`config.mk`:
```
export PLATFORM = sky130hd
export DESIGN_NAME = gpio_irq_ctrl
export DESIGN_NICKNAME = d
export VERILOG_FILES = /design/src/rtl/gpio_irq_pkg.sv /design/src/rtl/gpio_sync.sv /design/src/rtl/gpio_cfg_regs.sv /design/src/rtl/gpio_irq_detect.sv /design/src/rtl/gpio_irq_ctrl.sv
export SDC_FILE = /design/constraint.sdc
export NUM_CORES = 1
export LEC_CHECK = 0
export BUFFER_PORTS_ARGS = -buffer_cell sky130_fd_sc_hd__buf_4
export CAP_MARGIN = 20
export CORE_MARGIN = 2
export CORE_UTILIZATION = 35
export DETAILED_ROUTE_END_ITERATION = 12
export SLEW_MARGIN = 20
export SYNTH_ARGS = -nofsm -noshare
export SYNTH_HDL_FRONTEND = slang
export SYNTH_SLANG_ARGS = --single-unit
```
`constraint.sdc`:
```
create_clock -name clk -period 1.8 [get_ports clk]
set_input_delay 0.27 -clock clk [delete_from_list [all_inputs] [get_ports clk]]
set_output_delay 0.27 -clock clk [all_outputs]
set_load 0.005 [all_outputs]
```
`src/rtl/gpio_irq_pkg.sv`:
```
// Package: register indices and shared constants for the pin controller.
// Assumes word-aligned byte addresses; the index is the byte offset / 4.
package gpio_irq_pkg;

    localparam int IDX_W = 4;

    typedef enum logic [IDX_W-1:0] {
        RIDX_MODE    = 4'd0,
        RIDX_DIR     = 4'd1,
        RIDX_DOUT    = 4'd2,
        RIDX_DIN     = 4'd3,
        RIDX_PEND    = 4'd4,
        RIDX_CLR     = 4'd5,
        RIDX_MASK    = 4'd6,
        RIDX_UNMASK  = 4'd7,
        RIDX_POL     = 4'd8,
        RIDX_SENSE   = 4'd9,
        RIDX_FILT    = 4'd10
    } reg_idx_e;

endpackage

```
`src/rtl/gpio_sync.sv`:
```
// Module: gpio_sync
// Multi-stage flop synchroniser for a vector of asynchronous pin inputs.
// Assumes STAGES >= 1; each bit is synchronised on its own (no bus coherency).
module gpio_sync #(
    parameter int WIDTH  = 32,
    parameter int STAGES = 2
) (
    input  logic             clk,
    input  logic             rst_n,
    input  logic [WIDTH-1:0] async_in,
    output logic [WIDTH-1:0] sync_out
);

    logic [WIDTH-1:0] chain [STAGES];

    // First stage captures the raw pins.
    always_ff @(posedge clk) begin
        if (!rst_n) chain[0] <= '0;
        else        chain[0] <= async_in;
    end

    generate
        for (genvar s = 1; s < STAGES; s++) begin : g_stage
            // Each later stage re-registers the previous one.
            always_ff @(posedge clk) begin
                if (!rst_n) chain[s] <= '0;
                else        chain[s] <= chain[s-1];
            end
        end
    endgenerate

    assign sync_out = chain[STAGES-1];

endmodule

```
`src/rtl/gpio_cfg_regs.sv`:
```
// Module: gpio_cfg_regs
// Holds the writable configuration of the pin bank and decodes bus writes.
// The interrupt enable vector is changed only through the mask (AND) and
// unmask (OR) registers. The clear register produces a one-cycle strobe vector.
// Assumes one write at most per cycle, address bits [1:0] ignored.
module gpio_cfg_regs
    import gpio_irq_pkg::*;
#(
    parameter int WIDTH  = 32,
    parameter int ADDR_W = 6
) (
    input  logic              clk,
    input  logic              rst_n,
    input  logic              wr_en,
    input  logic [ADDR_W-1:0] wr_addr,
    input  logic [WIDTH-1:0]  wr_data,
    output logic [WIDTH-1:0]  mode,
    output logic [WIDTH-1:0]  dir,
    output logic [WIDTH-1:0]  dout,
    output logic [WIDTH-1:0]  pol,
    output logic [WIDTH-1:0]  sense,
    output logic [WIDTH-1:0]  filt,
    output logic [WIDTH-1:0]  irq_en,
    output logic [WIDTH-1:0]  clr_vec
);

    logic [IDX_W-1:0] widx;
    logic             hit_mode, hit_dir, hit_dout, hit_pol;
    logic             hit_sense, hit_filt, hit_mask, hit_unmask, hit_clr;

    // Word index decode of the write address.
    always_comb begin
        widx       = wr_addr[ADDR_W-1:2];
        hit_mode   = wr_en && (widx == RIDX_MODE);
        hit_dir    = wr_en && (widx == RIDX_DIR);
        hit_dout   = wr_en && (widx == RIDX_DOUT);
        hit_pol    = wr_en && (widx == RIDX_POL);
        hit_sense  = wr_en && (widx == RIDX_SENSE);
        hit_filt   = wr_en && (widx == RIDX_FILT);
        hit_mask   = wr_en && (widx == RIDX_MASK);
        hit_unmask = wr_en && (widx == RIDX_UNMASK);
        hit_clr    = wr_en && (widx == RIDX_CLR);
    end

    // Plain read/write configuration registers.
    always_ff @(posedge clk) begin
        if (!rst_n) begin
            mode  <= '0;
            dir   <= '0;
            dout  <= '0;
            pol   <= '0;
            sense <= '0;
            filt  <= '0;
        end else begin
            if (hit_mode)  mode  <= wr_data;
            if (hit_dir)   dir   <= wr_data;
            if (hit_dout)  dout  <= wr_data;
            if (hit_pol)   pol   <= wr_data;
            if (hit_sense) sense <= wr_data;
            if (hit_filt)  filt  <= wr_data;
        end
    end

    // Interrupt enable: mask writes clear zero bits, unmask writes set one bits.
    always_ff @(posedge clk) begin
        if (!rst_n)          irq_en <= '0;
        else if (hit_mask)   irq_en <= irq_en & wr_data;
        else if (hit_unmask) irq_en <= irq_en | wr_data;
    end

    // Clear strobe is combinational so it meets the detector in the write cycle.
    assign clr_vec = hit_clr ? wr_data : '0;

endmodule

```
`src/rtl/gpio_irq_detect.sv`:
```
// Module: gpio_irq_detect
// Per-pin interrupt detection. Polarity is applied to the synchronised input
// first. Edge pins latch a sticky bit on the active edge of the adjusted signal.
// Level pins follow the adjusted signal. A new edge beats a same-cycle clear.
// Masked pins still latch. Only enabled pins appear in pend_vis.
// Assumes pin_s is already synchronous to clk.
module gpio_irq_detect #(
    parameter int WIDTH = 32
) (
    input  logic             clk,
    input  logic             rst_n,
    input  logic [WIDTH-1:0] pin_s,
    input  logic [WIDTH-1:0] mode,
    input  logic [WIDTH-1:0] pol,
    input  logic [WIDTH-1:0] sense,
    input  logic [WIDTH-1:0] irq_en,
    input  logic [WIDTH-1:0] clr_vec,
    output logic [WIDTH-1:0] edge_lat,
    output logic [WIDTH-1:0] pend_vis,
    output logic             irq
);

    logic [WIDTH-1:0] adj;
    logic [WIDTH-1:0] adj_prev;
    logic [WIDTH-1:0] pend_raw;

    assign adj = pin_s ^ pol;

    generate
        for (genvar i = 0; i < WIDTH; i++) begin : g_pin
            logic edge_hit;
            logic lvl_hit;

            // Active edge of the adjusted input on an edge-sensing interrupt pin.
            assign edge_hit = mode[i] && sense[i] && adj[i] && !adj_prev[i];
            // Active level on a level-sensing interrupt pin.
            assign lvl_hit  = mode[i] && !sense[i] && adj[i];

            // Previous adjusted value for edge detection.
            always_ff @(posedge clk) begin
                if (!rst_n) adj_prev[i] <= 1'b0;
                else        adj_prev[i] <= adj[i];
            end

            // Sticky edge latch; a new edge wins over a clear in the same cycle.
            always_ff @(posedge clk) begin
                if (!rst_n)        edge_lat[i] <= 1'b0;
                else if (edge_hit) edge_lat[i] <= 1'b1;
                else if (clr_vec[i]) edge_lat[i] <= 1'b0;
            end

            // Raw status selects the latch or the live level by sense type.
            assign pend_raw[i] = sense[i] ? (mode[i] && edge_lat[i]) : lvl_hit;
        end
    endgenerate

    assign pend_vis = pend_raw & irq_en;
    assign irq      = |pend_vis;

endmodule

```
`src/rtl/gpio_irq_ctrl.sv`:
```
// Module: gpio_irq_ctrl (top)
// Pin bank controller: register decode, output drive, synchronised inputs
// and combined interrupt request. Reads are combinational on bus_addr.
// Assumes WIDTH equals the bus data width and ADDR_W covers 0x00..0x28.
module gpio_irq_ctrl
    import gpio_irq_pkg::*;
#(
    parameter int WIDTH       = 32,
    parameter int ADDR_W      = 6,
    parameter int SYNC_STAGES = 2
) (
    input  logic              clk,
    input  logic              rst_n,
    input  logic [ADDR_W-1:0] bus_addr,
    input  logic              bus_we,
    input  logic [WIDTH-1:0]  bus_wdata,
    output logic [WIDTH-1:0]  bus_rdata,
    input  logic [WIDTH-1:0]  pin_in,
    output logic [WIDTH-1:0]  pin_out,
    output logic [WIDTH-1:0]  pin_oe,
    output logic              irq
);

    logic [WIDTH-1:0] cfg_mode, cfg_dir, cfg_dout, cfg_pol, cfg_sense, cfg_filt;
    logic [WIDTH-1:0] irq_en, clr_vec, pin_s, edge_lat, pend_vis;
    logic [IDX_W-1:0] ridx;

    gpio_sync #(.WIDTH(WIDTH), .STAGES(SYNC_STAGES)) u_sync (
        .clk      (clk),
        .rst_n    (rst_n),
        .async_in (pin_in),
        .sync_out (pin_s)
    );

    gpio_cfg_regs #(.WIDTH(WIDTH), .ADDR_W(ADDR_W)) u_cfg (
        .clk     (clk),
        .rst_n   (rst_n),
        .wr_en   (bus_we),
        .wr_addr (bus_addr),
        .wr_data (bus_wdata),
        .mode    (cfg_mode),
        .dir     (cfg_dir),
        .dout    (cfg_dout),
        .pol     (cfg_pol),
        .sense   (cfg_sense),
        .filt    (cfg_filt),
        .irq_en  (irq_en),
        .clr_vec (clr_vec)
    );

    gpio_irq_detect #(.WIDTH(WIDTH)) u_det (
        .clk      (clk),
        .rst_n    (rst_n),
        .pin_s    (pin_s),
        .mode     (cfg_mode),
        .pol      (cfg_pol),
        .sense    (cfg_sense),
        .irq_en   (irq_en),
        .clr_vec  (clr_vec),
        .edge_lat (edge_lat),
        .pend_vis (pend_vis),
        .irq      (irq)
    );

    // Output drive: only general-mode pins with direction set are driven.
    assign pin_out = cfg_dout;
    assign pin_oe  = ~cfg_mode & cfg_dir;

    // Read data multiplexer; write-only strobes and unused offsets read zero.
    always_comb begin
        ridx = bus_addr[ADDR_W-1:2];
        case (ridx)
            RIDX_MODE:  bus_rdata = cfg_mode;
            RIDX_DIR:   bus_rdata = cfg_dir;
            RIDX_DOUT:  bus_rdata = cfg_dout;
            RIDX_DIN:   bus_rdata = pin_s;
            RIDX_PEND:  bus_rdata = pend_vis;
            RIDX_MASK:  bus_rdata = irq_en;
            RIDX_POL:   bus_rdata = cfg_pol;
            RIDX_SENSE: bus_rdata = cfg_sense;
            RIDX_FILT:  bus_rdata = cfg_filt;
            default:    bus_rdata = '0;
        endcase
    end

endmodule

```
## After elaboration in Yosys (flattened, before gate mapping)

Memories as Yosys holds them, arrays and structs flattened.
Cells that the tools add are included.

- Register bits after elaboration: 288
- Memory bits (writable): 64
- Input port bits: 73
- Output and inout bits: 97
- Word-level logic and storage cells: 494
- Memories kept: 1

- Equal/unequal tests: 10
- Muxes and demuxes: 104
- Bitwise operators: 8
- Reduce and logical (&&, ||, !) cells: 300

Memory list:

| memory | words | width | read ports | clocked after memory_dff | wr ports | RTL line | source |
|---|---|---|---|---|---|---|---|
| u_sync.chain | 2 | 32 | 2 | 0 | 2 | gpio_sync.sv:14 | `logic [WIDTH-1:0] chain [STAGES];` |

Operators by type and width:

| kind | count |
|---|---|
| 32-bit case mux with 9 select lines | 1 |
| 1-bit logical AND | 201 |
| 32-bit 2-to-1 mux | 5 |
| 1-bit 2-to-1 mux | 98 |
| 32-bit AND | 3 |
| 2-bit nonzero test | 33 |
| 1-bit zero test | 64 |
| 32-bit NOT | 1 |
| 32-bit bitwise OR | 1 |
| 32-bit OR reduction | 1 |
| 32-bit bitwise XOR | 1 |
| 4-bit by 3-bit equality test with 1-bit output (second input constant) | 4 |
| 4-bit equality test (second input constant) | 3 |
| 4-bit by 2-bit equality test with 1-bit output (second input constant) | 2 |
| 4-bit by 1-bit equality test with 1-bit output (second input constant) | 1 |
| 4-bit zero test | 1 |
| 1-bit bitwise OR | 2 |

## Longest topological paths before layout

Gate-level depths: netlist of run 1.

- Depth after elaboration: 6
- Depth in mapped cells: 8
- Gate-level depth less buffers: 5

## Modules after synthesis

A second synthesis of run 1 with hierarchy kept.

- Cell total of the unflattened synthesis: 1717
- Area total of the unflattened synthesis: 15922.8 um2

By module, submodules not included:

| module | instances | cells an instance | area an instance (um2) | sequential area each (um2) |
|---|---|---|---|---|
| gpio_cfg_regs | 1 | 880 | 8572.0 | 4484.3 |
| gpio_irq_detect | 1 | 337 | 3126.7 | 1281.2 |
| gpio_irq_ctrl | 1 | 366 | 2432.3 | 0.0 |
| gpio_sync | 1 | 134 | 1791.7 | 1281.2 |

## Worst setup path before layout of run 1

OpenSTA, ideal clock, no wires.

- Path kind: input to output
- Start point: input port bus_addr[5]
- End point: output port bus_rdata[10]
- Arrival time: 1.426 ns
- Required time: 1.530 ns
- Setup slack: 0.104 ns
- Stages: 7
- Buffers on the path: 3
- Cell sequence: buf_4 -> and4bb_1 -> buf_6 -> buf_6 -> a22o_1 -> a221oi_1 -> o211ai_1

- Longest elaborated chain between the ends: 2
- Elaborated cells on any way between the ends: 10
- Classes of those cells: 8 x eq/ne; 1 x mux; 1 x reduce/logical

Ends and longest elaborated chain:

| item | RTL line | source |
|---|---|---|
| start: declaration | gpio_irq_ctrl.sv:14 | `input logic [ADDR_W-1:0] bus_addr,` |
| 4-bit equality test, or another cell as far along | gpio_irq_ctrl.sv:72 | `case (ridx)` |
| 32-bit case mux with 9 select lines (*) | gpio_irq_ctrl.sv:72 |  |
| end: declaration | gpio_irq_ctrl.sv:17 | `output logic [WIDTH-1:0] bus_rdata,` |

Mark *: on every way between the ends. The rest lies on a longest branch, timed or not.

## Worst setup path after layout of run 1

- Start point: register u_cfg.pol[27]
- End point: output port irq

- Longest elaborated chain between the ends: 5

Ends and longest elaborated chain:

| item | RTL line | source |
|---|---|---|
| start: declaration | gpio_cfg_regs.sv:20 | `output logic [WIDTH-1:0] pol,` |
| start signal: assignment | gpio_cfg_regs.sv:58 | `if (hit_pol) pol <= wr_data;` |
| 32-bit bitwise XOR | gpio_irq_detect.sv:27 | `assign adj = pin_s ^ pol;` |
| 1-bit logical AND | gpio_irq_detect.sv:37 | `assign lvl_hit = mode[i] && !sense[i] && adj[i];` |
| 1-bit 2-to-1 mux | gpio_irq_detect.sv:53 | `assign pend_raw[i] = sense[i] ? (mode[i] && edge_lat[i]) : lvl_hit;` |
| 32-bit AND | gpio_irq_detect.sv:57 | `assign pend_vis = pend_raw & irq_en;` |
| 32-bit OR reduction | gpio_irq_detect.sv:58 | `assign irq = \|pend_vis;` |
| end: declaration | gpio_irq_ctrl.sv:21 | `output logic irq` |

Every way passes these cells.

==> results of run 1 <==
[per-stage QoR]
step           TNS (ns)  setup slack, ns  cells  power, W  utilization
6_report          -8.51           -0.710   2681    0.0177        0.504
5_1_grt          -10.51           -0.734   2681    0.0183        0.504
4_1_cts           -9.54           -0.758   2666    0.0179        0.496
3_5_place_dp     -11.24           -0.388   2524   0.00936        0.434
3_3_place_gp      -8.91           -0.369   2524   0.00935        0.434
2_1_floorplan         0            0.104   1669   0.00870            -
[critical path, stage by stage (launching register included)]
cell and delay (ns):
dfxtp_4 0.36, xor2_4 0.19, o2111ai_2 0.23, nand4_1 0.29
nor4_4 0.39, nand2_4 0.10, buf_6 0.12
[cell usage in the layout, fill, tap and decap left out, drive strengths merged, types with 33 or more instances in the layout]
cell type and instances:
a21boi 256, a221oi 64, a22o 64, and2 102, buf 426, clkbuf 64
dfxtp 352, dlygate4sd3 56, nand2 426, nor2b 33
[final cells by class]
| type | count | area [um2] | area share |
|---|---|---|---|
| clock buffers | 63 | 1280 | 0.0591 |
| clock inverters | 7 | 76.3 | 0.00352 |
| flip-flops and latches | 352 | 7180 | 0.331 |
| repair buffers | 483 | 4170 | 0.192 |
| well taps | 585 | 732 | 0.0338 |
| multi-input cells | 1191 | 8240 | 0.380 |
[sequential cells by signal (all words and copies together), names as in the netlist]
| register | flops |
|---|---|
| u_det.adj_prev | 32 |
| u_det.edge_lat | 32 |
| u_cfg.sense | 32 |
| u_cfg.filt | 32 |
| u_cfg.irq_en | 32 |
| u_cfg.pol | 32 |
| u_cfg.mode | 32 |
| u_cfg.dout | 32 |
| u_sync.chain | 64 |
| u_cfg.dir | 32 |
[cell usage after synthesis (all sizes together)]
cell type  instances
nor3b              1
and2             102
nor4b              3
a221oi            64
nor3               1
nand4b             1
and4b             32
nor4               3
o2111ai           32
a21boi           256
and4bb             2
nand2b            32
xor2              32
buf               58
nor2b             33
dfxtp            352
nand2            426
o211ai            32
nor2               2
nand4              8
and3b              1
o21ai             32
clkbuf            68
o21a              32
a22o              64
[what timing repair did]
action / 4_1_cts / 5_1_grt
pin swaps: 65 / 58
cloned: 0 / 0
hold endpoints to repair: 148 / 0
setup buffers: 21 / 19
setup endpoints to repair: 33 / 33
resized for setup: 156 / 40
hold buffers: 56 / 0
[worst paths after layout]
check	endpoint	cells after the start
worst max register to register	u_det.edge_lat[10]	6
worst min register to register	u_sync.chain[1][10]	1
worst min-delay path	u_cfg.pol[1]	3
worst max-delay path	irq	6
[cells by family (layout without fill, tap and decap cells)]
family,count (synthesis),in the layout,share of synthesized area
compound gates,512,512,0.267
xor+xnor,32,32,0.0184
buf+inv,126,553,0.0413
flops,352,352,0.463
simple gates,647,647,0.210
[metal layers]
| layer | wire [um] | vias up | GRT usage |
|---|---|---|---|
| met4 | 1620 | 6 | 0.0916 |
| met1 | 24100 | 6950 | 0.323 |
| met5 | 39 | - | 0 |
| met2 | 25600 | 475 | 0.387 |
| li1 | - | 6641 | - |
| met3 | 3430 | 111 | 0.0350 |
[power by group]
part / internal (W) / total [W] / switching (W) / leakage [nW]
combinational: 0.000668 / 0.00132 / 0.000654 / 4.88
sequential: 0.00795 / 0.00808 / 0.000131 / 2.89
clock: 0.00501 / 0.00831 / 0.00330 / 0.666
==> out/qor.txt, run 1 <==
DRT iter0 DRCs -> 1042
pin count of the biggest net entering global routing -> 69
Placeable Area -> 0.0430 mm2
routed vias/inst -> 5.29
drt pass-1 iters -> 5
top post-synthesis cells by area -> dfxtp_1, nand2_1, a21boi_1
Yosys warnings -> 0
CTS Buffer Depth -> 3
Static Leak -> 8.44 nW
max-slew violations -> 0
final hold viol count -> 0
Final Instance Area -> 0.0217 mm2
flop-to-flop setup slack -> 0.43 ns
TritonCTS clock tree -> yes
CP Class -> register to primary output
CTS Root Cell -> clkbuf_16
Cell Pwr Density -> 817 mW/mm2
min-delay src -> bus_wdata[1]
Fin Clk Skew -> 0.0168 ns
Syn Inst Count -> 1669
worst-path maximum fanout -> 2
Port Buffer Count -> 167
actual slew at the worst max-slew pin -> 0.555 ns
hold_ws -> 0.0210 ns
initial antenna violation count -> 3
status -> complete, but fails checks
Yosys top cell area share -> 0.463
clk_lat worst skew -> 0.56 ns
Final #Nets -> 2141
clock transition at the registers of the reported paths -> 0.06 ns
ANT nets after route -> 0
Rel. slew slack -> 0.630
Peak Freq -> 398 MHz
# IOs -> 170
H-Tree Depth -> 2
synth-to-layout area growth -> 42.5%
Critical Path RT -> 1.53 ns
gr ovfl total -> 0
crit path time final -> 2.51 ns
Routability Congestion -> 0.863
GRT Util Overall -> 0.240
# rows -> 76
post-synthesis register bit count -> 352
die area -> 0.0451 mm2
Antenna Cells -> 0
DR WL/cell -> 20.4 um
Unique masters post-synth -> 33
Mapped Area -> 0.0152 mm2
Setup crit end kind -> primary output
first-pass GRT wire length -> 82.6 mm
vias post-DR -> 14183
# DRC -> 0
Final setup viols -> 33
HPWL Detailed -> 35.2 mm
crit path from -> u_cfg.pol[27]
worst setup margin -> -0.710 ns
post-synthesis sequential area ratio -> 0.463
number of global-route vias before repair -> 13905
failing checks -> negative setup slack
Worst R2R Start -> u_sync.chain[1][10]
Worst Hold Class -> input pin to register
chip height -> 212 um
Max-cap violations -> 0
Worst EP arrival -> 2.24 ns
Peak supply drop -> 0.000596 V
clk sinks -> 352
# fillers -> 3985
layout cell share with drive strength beyond 1 -> 0.320
Total Routed Length -> 54.8 mm
area leader, netlist -> dfxtp_1
Initial Util -> 0.354
Synth Net Count -> 1742
syn_area_per_cell -> 9.11 um2
area post-placement -> 0.0187 mm2
CTS Buf Count -> 40
crit path launch type -> register
RSZ-0062 raised after global routing -> true
fin crit share -> 1.39
die width -> 212 um
Power figures use the tool's default switching activity.
==> run 2: changes to the inputs <==
Settings changed: PLACE_DENSITY from default to 0.56.
==> out/qor.txt, run 2 (same netlist as run 1, synthesis figures left out) <==
status -> complete, but fails checks
failing checks -> negative setup slack
pin count of the biggest net entering global routing -> 78
clk sinks -> 352
CTS Root Cell -> clkbuf_16
commonest cells after routing, fill and taps aside -> nand2_1, buf_4, dfxtp_1
actual slew at the worst max-slew pin -> 0.587 ns
Port Buffer Count -> 167
DRT iter0 DRCs -> 1015
Setup crit end kind -> primary output
CP Class -> register to primary output
HPWL Detailed -> 35.4 mm
# fillers -> 3974
Rel. slew slack -> 0.609
worst setup margin -> -0.791 ns
Max-cap violations -> 0
gr ovfl total -> 0
min-delay src -> bus_wdata[16]
Cell Pwr Density -> 815 mW/mm2
first-pass GRT wire length -> 83.8 mm
worst-path maximum fanout -> 2
GRT Util Overall -> 0.244
Biggest register -> u_sync.chain
Critical Path RT -> 1.53 ns
CTS Buf Count -> 40
clock transition at the registers of the reported paths -> 0.06 ns
DR WL/cell -> 20.9 um
die width -> 212 um
Final #Nets -> 2157
Fin Clk Skew -> 0.0165 ns
Worst EP arrival -> 2.32 ns
multi-input logic area -> 0.00823 mm2
crit path time final -> 2.59 ns
max-slew violations -> 0
H-Tree Depth -> 2
clk_lat worst skew -> 0.56 ns
Routability Congestion -> 0.823
Reg area -> 0.00717 mm2
routed vias/inst -> 5.25
Placeable Area -> 0.0430 mm2
Post-Layout Cell Count -> 2695
vias post-DR -> 14156
drt pass-1 iters -> 5
Worst Hold Class -> input pin to register
final hold viol count -> 0
TritonCTS clock tree -> yes
ANT nets after route -> 0
# rows -> 76
Static Leak -> 8.54 nW
# DRC -> 0
fin crit share -> 1.44
post-route setup TNS -> -8.47 ns
initial antenna violation count -> 1
layout cell share with drive strength beyond 1 -> 0.324
max FFs per register -> 64
crit path from -> u_sync.chain[1][7]
Peak supply drop -> 0.000703 V
crit path launch type -> register
Final setup viols -> 33
synth-to-layout area growth -> 43.7%
Initial Util -> 0.354
most common cell after layout, fill and taps aside -> nand2_1
die area -> 0.0451 mm2
Core Util, Final -> 0.508
Inst Count DP -> 2520
Peak Freq -> 386 MHz
CTS Buffer Depth -> 3
chip height -> 212 um
Worst R2R Start -> u_cfg.pol[3]
RSZ-0062 raised after global routing -> true
number of global-route vias before repair -> 13984
Total Routed Length -> 56.3 mm
# IOs -> 170
[run 2: path summary, 6_finish.rpt]
path	cells past startpoint	end	slack, ns
worst max-delay path	7	irq	-0.79
worst min-delay path	3	u_cfg.dir[16]	0.03
worst max register to register	6	u_det.edge_lat[3]	0.46
worst min register to register	1	u_sync.chain[1][20]	0.42
[run 2: cell type report]
class,instances,area share
sequential,352,0.328
clock buffer,49,0.0502
antenna,2,0.000229
clock inverter,17,0.0104
multi-input combinational,1191,0.377
timing repair buffer,499,0.201
tap,585,0.0335
[run 2: per-stage QoR]
step	power [W]	setup WS, ns	instance area, um2	hold WS [ns]
2_1_floorplan	0.00870	0.104	15200	0.397
3_3_place_gp	0.00934	-0.520	18600	0.415
3_5_place_dp	0.00936	-0.500	18600	0.421
4_1_cts	0.0179	-0.817	21300	0.00743
5_1_grt	0.0184	-0.863	21800	0.0270
6_report	0.0178	-0.791	21800	0.0310
[run 2: critical path: stages, from the launching register on]
cell	delay [ns]
dfxtp_2	0.34
xor2_2	0.18
o2111ai_2	0.27
nand4_1	0.20
nor4_2	0.38
buf_4	0.20
nand2_4	0.06
buf_6	0.13
[run 2: power breakdown]
| part | switching [W] | internal [W] | total (W) |
|---|---|---|---|
| clock | 0.00333 | 0.00503 | 0.00836 |
| sequential | 0.000131 | 0.00795 | 0.00808 |
| combinational | 0.000674 | 0.000690 | 0.00136 |
| total | 0.00413 | 0.0137 | 0.0178 |
[run 2: metal layers]
| layer | wire [um] | GRT usage |
|---|---|---|
| met5 | 0 | 0 |
| met4 | 1570 | 0.0687 |
| met3 | 3620 | 0.0471 |
| met2 | 26000 | 0.400 |
| met1 | 25100 | 0.326 |
[run 2: repair_timing]
| item | 4_1_cts | 5_1_grt |
|---|---|---|
| endpoints found under the setup margin | 33 | 33 |
| gates resized for setup | 149 | 58 |
| pin swaps | 70 | 58 |
| gates cloned | 1 | 4 |
| buffers inserted | 25 | 17 |
| hold endpoints to repair | 160 | 0 |
| hold buffers | 61 | 0 |
==> run 3: changes to the inputs <==
Settings changed: ABC_AREA from default to 1.
==> out/qor.txt, run 3 <==
status -> complete, but fails checks
failing checks -> negative setup slack
Worst R2R Start -> u_cfg.pol[22]
# IOs -> 170
Worst Hold Class -> input pin to register
Syn Inst Count -> 2131
H-Tree Depth -> 2
# rows -> 75
CP Class -> register to primary output
vias post-DR -> 15594
critical path cell sequence -> inv_2 > nand2_2 > nand2_2 > o21ai_2 > buf_4 > nand2_4 > nor2_4 > nand2_2 > nor2_1 > nand2_1 > buf_6
Post-synth EDFFs -> 0
Synth async-reset ratio -> 0
cell count of the worst hold path -> 3
ANT nets after route -> 0
HPWL Detailed -> 33.5 mm
Antenna Cells -> 0
synth-to-layout area growth -> 41.0%
post-synthesis register bit count -> 352
Biggest register -> u_sync.chain
die width -> 211 um
drt pass-1 iters -> 7
hold endpoint -> u_cfg.filt[18]
most common cell after layout, fill and taps aside -> a21oi_1
Post-Layout Cell Count -> 2995
Final Total Pwr -> 0.0183 W
layout cell share with drive strength beyond 1 -> 0.353
gr ovfl total -> 0
worst-path maximum fanout -> 2
Initial Util -> 0.356
count leader, synth -> nand2_1
clk sinks -> 352
Max stage delay on crit path -> 0.34 ns
clk_lat worst skew -> 0.58 ns
Synth Net Count -> 2204
Fin Clk Skew -> 0.0193 ns
top post-synthesis cells by area -> dfxtp_1, a21oi_1, nand2_1
Unique masters post-synth -> 22
hold_ws -> 0.0218 ns
CTS Buf Count -> 41
TritonCTS clock tree -> yes
final hold viol count -> 0
syn_area_per_cell -> 7.06 um2
# fillers -> 4056
complex-gate fraction of the synthesized area -> 0.238
Yosys top cell area share -> 0.468
RSZ-0062 raised after global routing -> true
area leader, netlist -> dfxtp_1
Cell Pwr Density -> 863 mW/mm2
flop-to-flop setup slack -> 0.77 ns
Max-cap violations -> 0
Placeable Area -> 0.0422 mm2
pin count of the biggest net entering global routing -> 69
number of global-route vias before repair -> 14342
largest family of logic cells by synthesized area -> compound AO/OA/AOI/OAI gates
post-synthesis sequential area ratio -> 0.468
CTS Root Cell -> clkbuf_16
Setup crit end kind -> primary output
first-pass GRT wire length -> 81.1 mm
Peak Freq -> 454 MHz
CTS Buffer Depth -> 3
die area -> 0.0447 mm2
Inst Count DP -> 2815
clock transition at the registers of the reported paths -> 0.06 ns
GRT Util Overall -> 0.234
Critical Path RT -> 1.53 ns
CP dominant cell by count -> nand2_2
DR WL/cell -> 18.2 um
Routability Congestion -> 0.882
max FFs per register -> 64
Rel. slew slack -> 0.631
min-delay src -> bus_wdata[18]
fin crit share -> 1.22
Final #Nets -> 2500
Primary FF master, synth -> dfxtp_1
Post-Synth XOR/XNOR Area -> 0
simple-gate share of the synthesized area -> 0.181
crit path time final -> 2.20 ns
Commonest cells post-synth -> nand2_1, dfxtp_1, inv_1
Worst Path Buf+Inv -> 3
mux cell area share after synthesis -> 0
adder-cell share of the synthesized area -> 0
Slowest cell on crit path -> dfxtp_2
chip height -> 211 um
crit path launch type -> register
initial antenna violation count -> 2
Reg2Reg Depth -> 7
Total Routed Length -> 54.6 mm
Mapped Area -> 0.0151 mm2
Yosys warnings -> 0
actual slew at the worst max-slew pin -> 0.553 ns
Port Buffer Count -> 167
FF-to-FF End -> u_det.edge_lat[22]
Static Leak -> 9.03 nW
Worst EP arrival -> 1.93 ns
routed vias/inst -> 5.21
commonest cells after routing, fill and taps aside -> a21oi_1, nand2_1, buf_4
DRT iter0 DRCs -> 1251
worst setup margin -> -0.404 ns
Worst path top cell family by delay -> simple AND/OR/NAND/NOR gates
Peak supply drop -> 0.000559 V
max-slew violations -> 0
# DRC -> 0
Final setup viols -> 26
[run 3: worst max path at each step]
stage | start | end | slack [ns] | cells past startpoint
global route | u_cfg.pol[22] | irq | -0.48 | 11
finish | u_cfg.pol[22] | irq | -0.40 | 11
floorplan | bus_addr[2] | bus_rdata[19] | 0.28 | 9
detailed placement | bus_addr[4] | bus_rdata[22] | -0.1 | 9
CTS | u_sync.chain[1][22] | irq | -0.49 | 11
global placement | bus_addr[4] | bus_rdata[10] | -0.11 | 9
[run 3: cell type report]
| class | count | area (um2) | area share |
|---|---|---|---|
| Clock inverter | 15 | 204 | 0.00961 |
| Sequential cell | 352 | 7230 | 0.341 |
| Inverter | 320 | 1250 | 0.0587 |
| Timing Repair Buffer | 368 | 3470 | 0.164 |
| Clock buffer | 57 | 1210 | 0.0568 |
| Tap cell | 539 | 674 | 0.0318 |
| Multi-Input combinational cell | 1344 | 7190 | 0.339 |
[run 3: cells by family after synthesis]
logic type	count (synthesis)
and+or+nand+nor	673
DFF	352
AOI/OAI and AO/OA	671
buffers and inverters	435
[run 3: where the power goes]
group / total (W) / switching (W) / internal (W)
Clock: 0.00869 / 0.00344 / 0.00525
Sequential: 0.00810 / 0.000108 / 0.00799
Combinational: 0.00152 / 0.000895 / 0.000630
Total: 0.0183 / 0.00444 / 0.0139
[run 3: metrics by stage]
stage / setup TNS (ns) / setup WS [ns] / cell area [um2] / util
3_5_place_dp: -1.76 / -0.0959 / 17500 / 0.415
6_report: -1.97 / -0.404 / 21200 / 0.502
4_1_cts: -2.07 / -0.486 / 20200 / 0.477
2_1_floorplan: 0 / 0.277 / 15100 / -
5_1_grt: -3.94 / -0.480 / 21200 / 0.502
3_3_place_gp: -2.05 / -0.109 / 17500 / 0.415
[run 3: metal layers]
metal / track usage / part of all wire / vias to the layer above
li1: - / - / 7586
met1: 0.312 / 0.43 / 7368
met2: 0.387 / 0.47 / 535
met3: 0.0369 / 0.063 / 103
met4: 0.0763 / 0.028 / 2
met5: 0 / 0.00024 / -
[run 3: worst register-to-register path: stages, from the launching register on]
cell and delay (ns):
dfxtp_2 0.34, inv_2 0.04, nand2_2 0.07, nand2_2 0.06, buf_4 0.13, buf_4 0.12, nand2_1 0.07, a21oi_1 0.07
[run 3: what timing repair did]
action | in CTS | in global routing
hold buffers | 34 | 0
gates cloned | 3 | 3
pin swaps | 64 | 103
buffers inserted | 39 | 35
endpoints found under the hold margin | 34 | 0
resized for setup | 262 | 288
endpoints found under the setup margin | 32 | 33
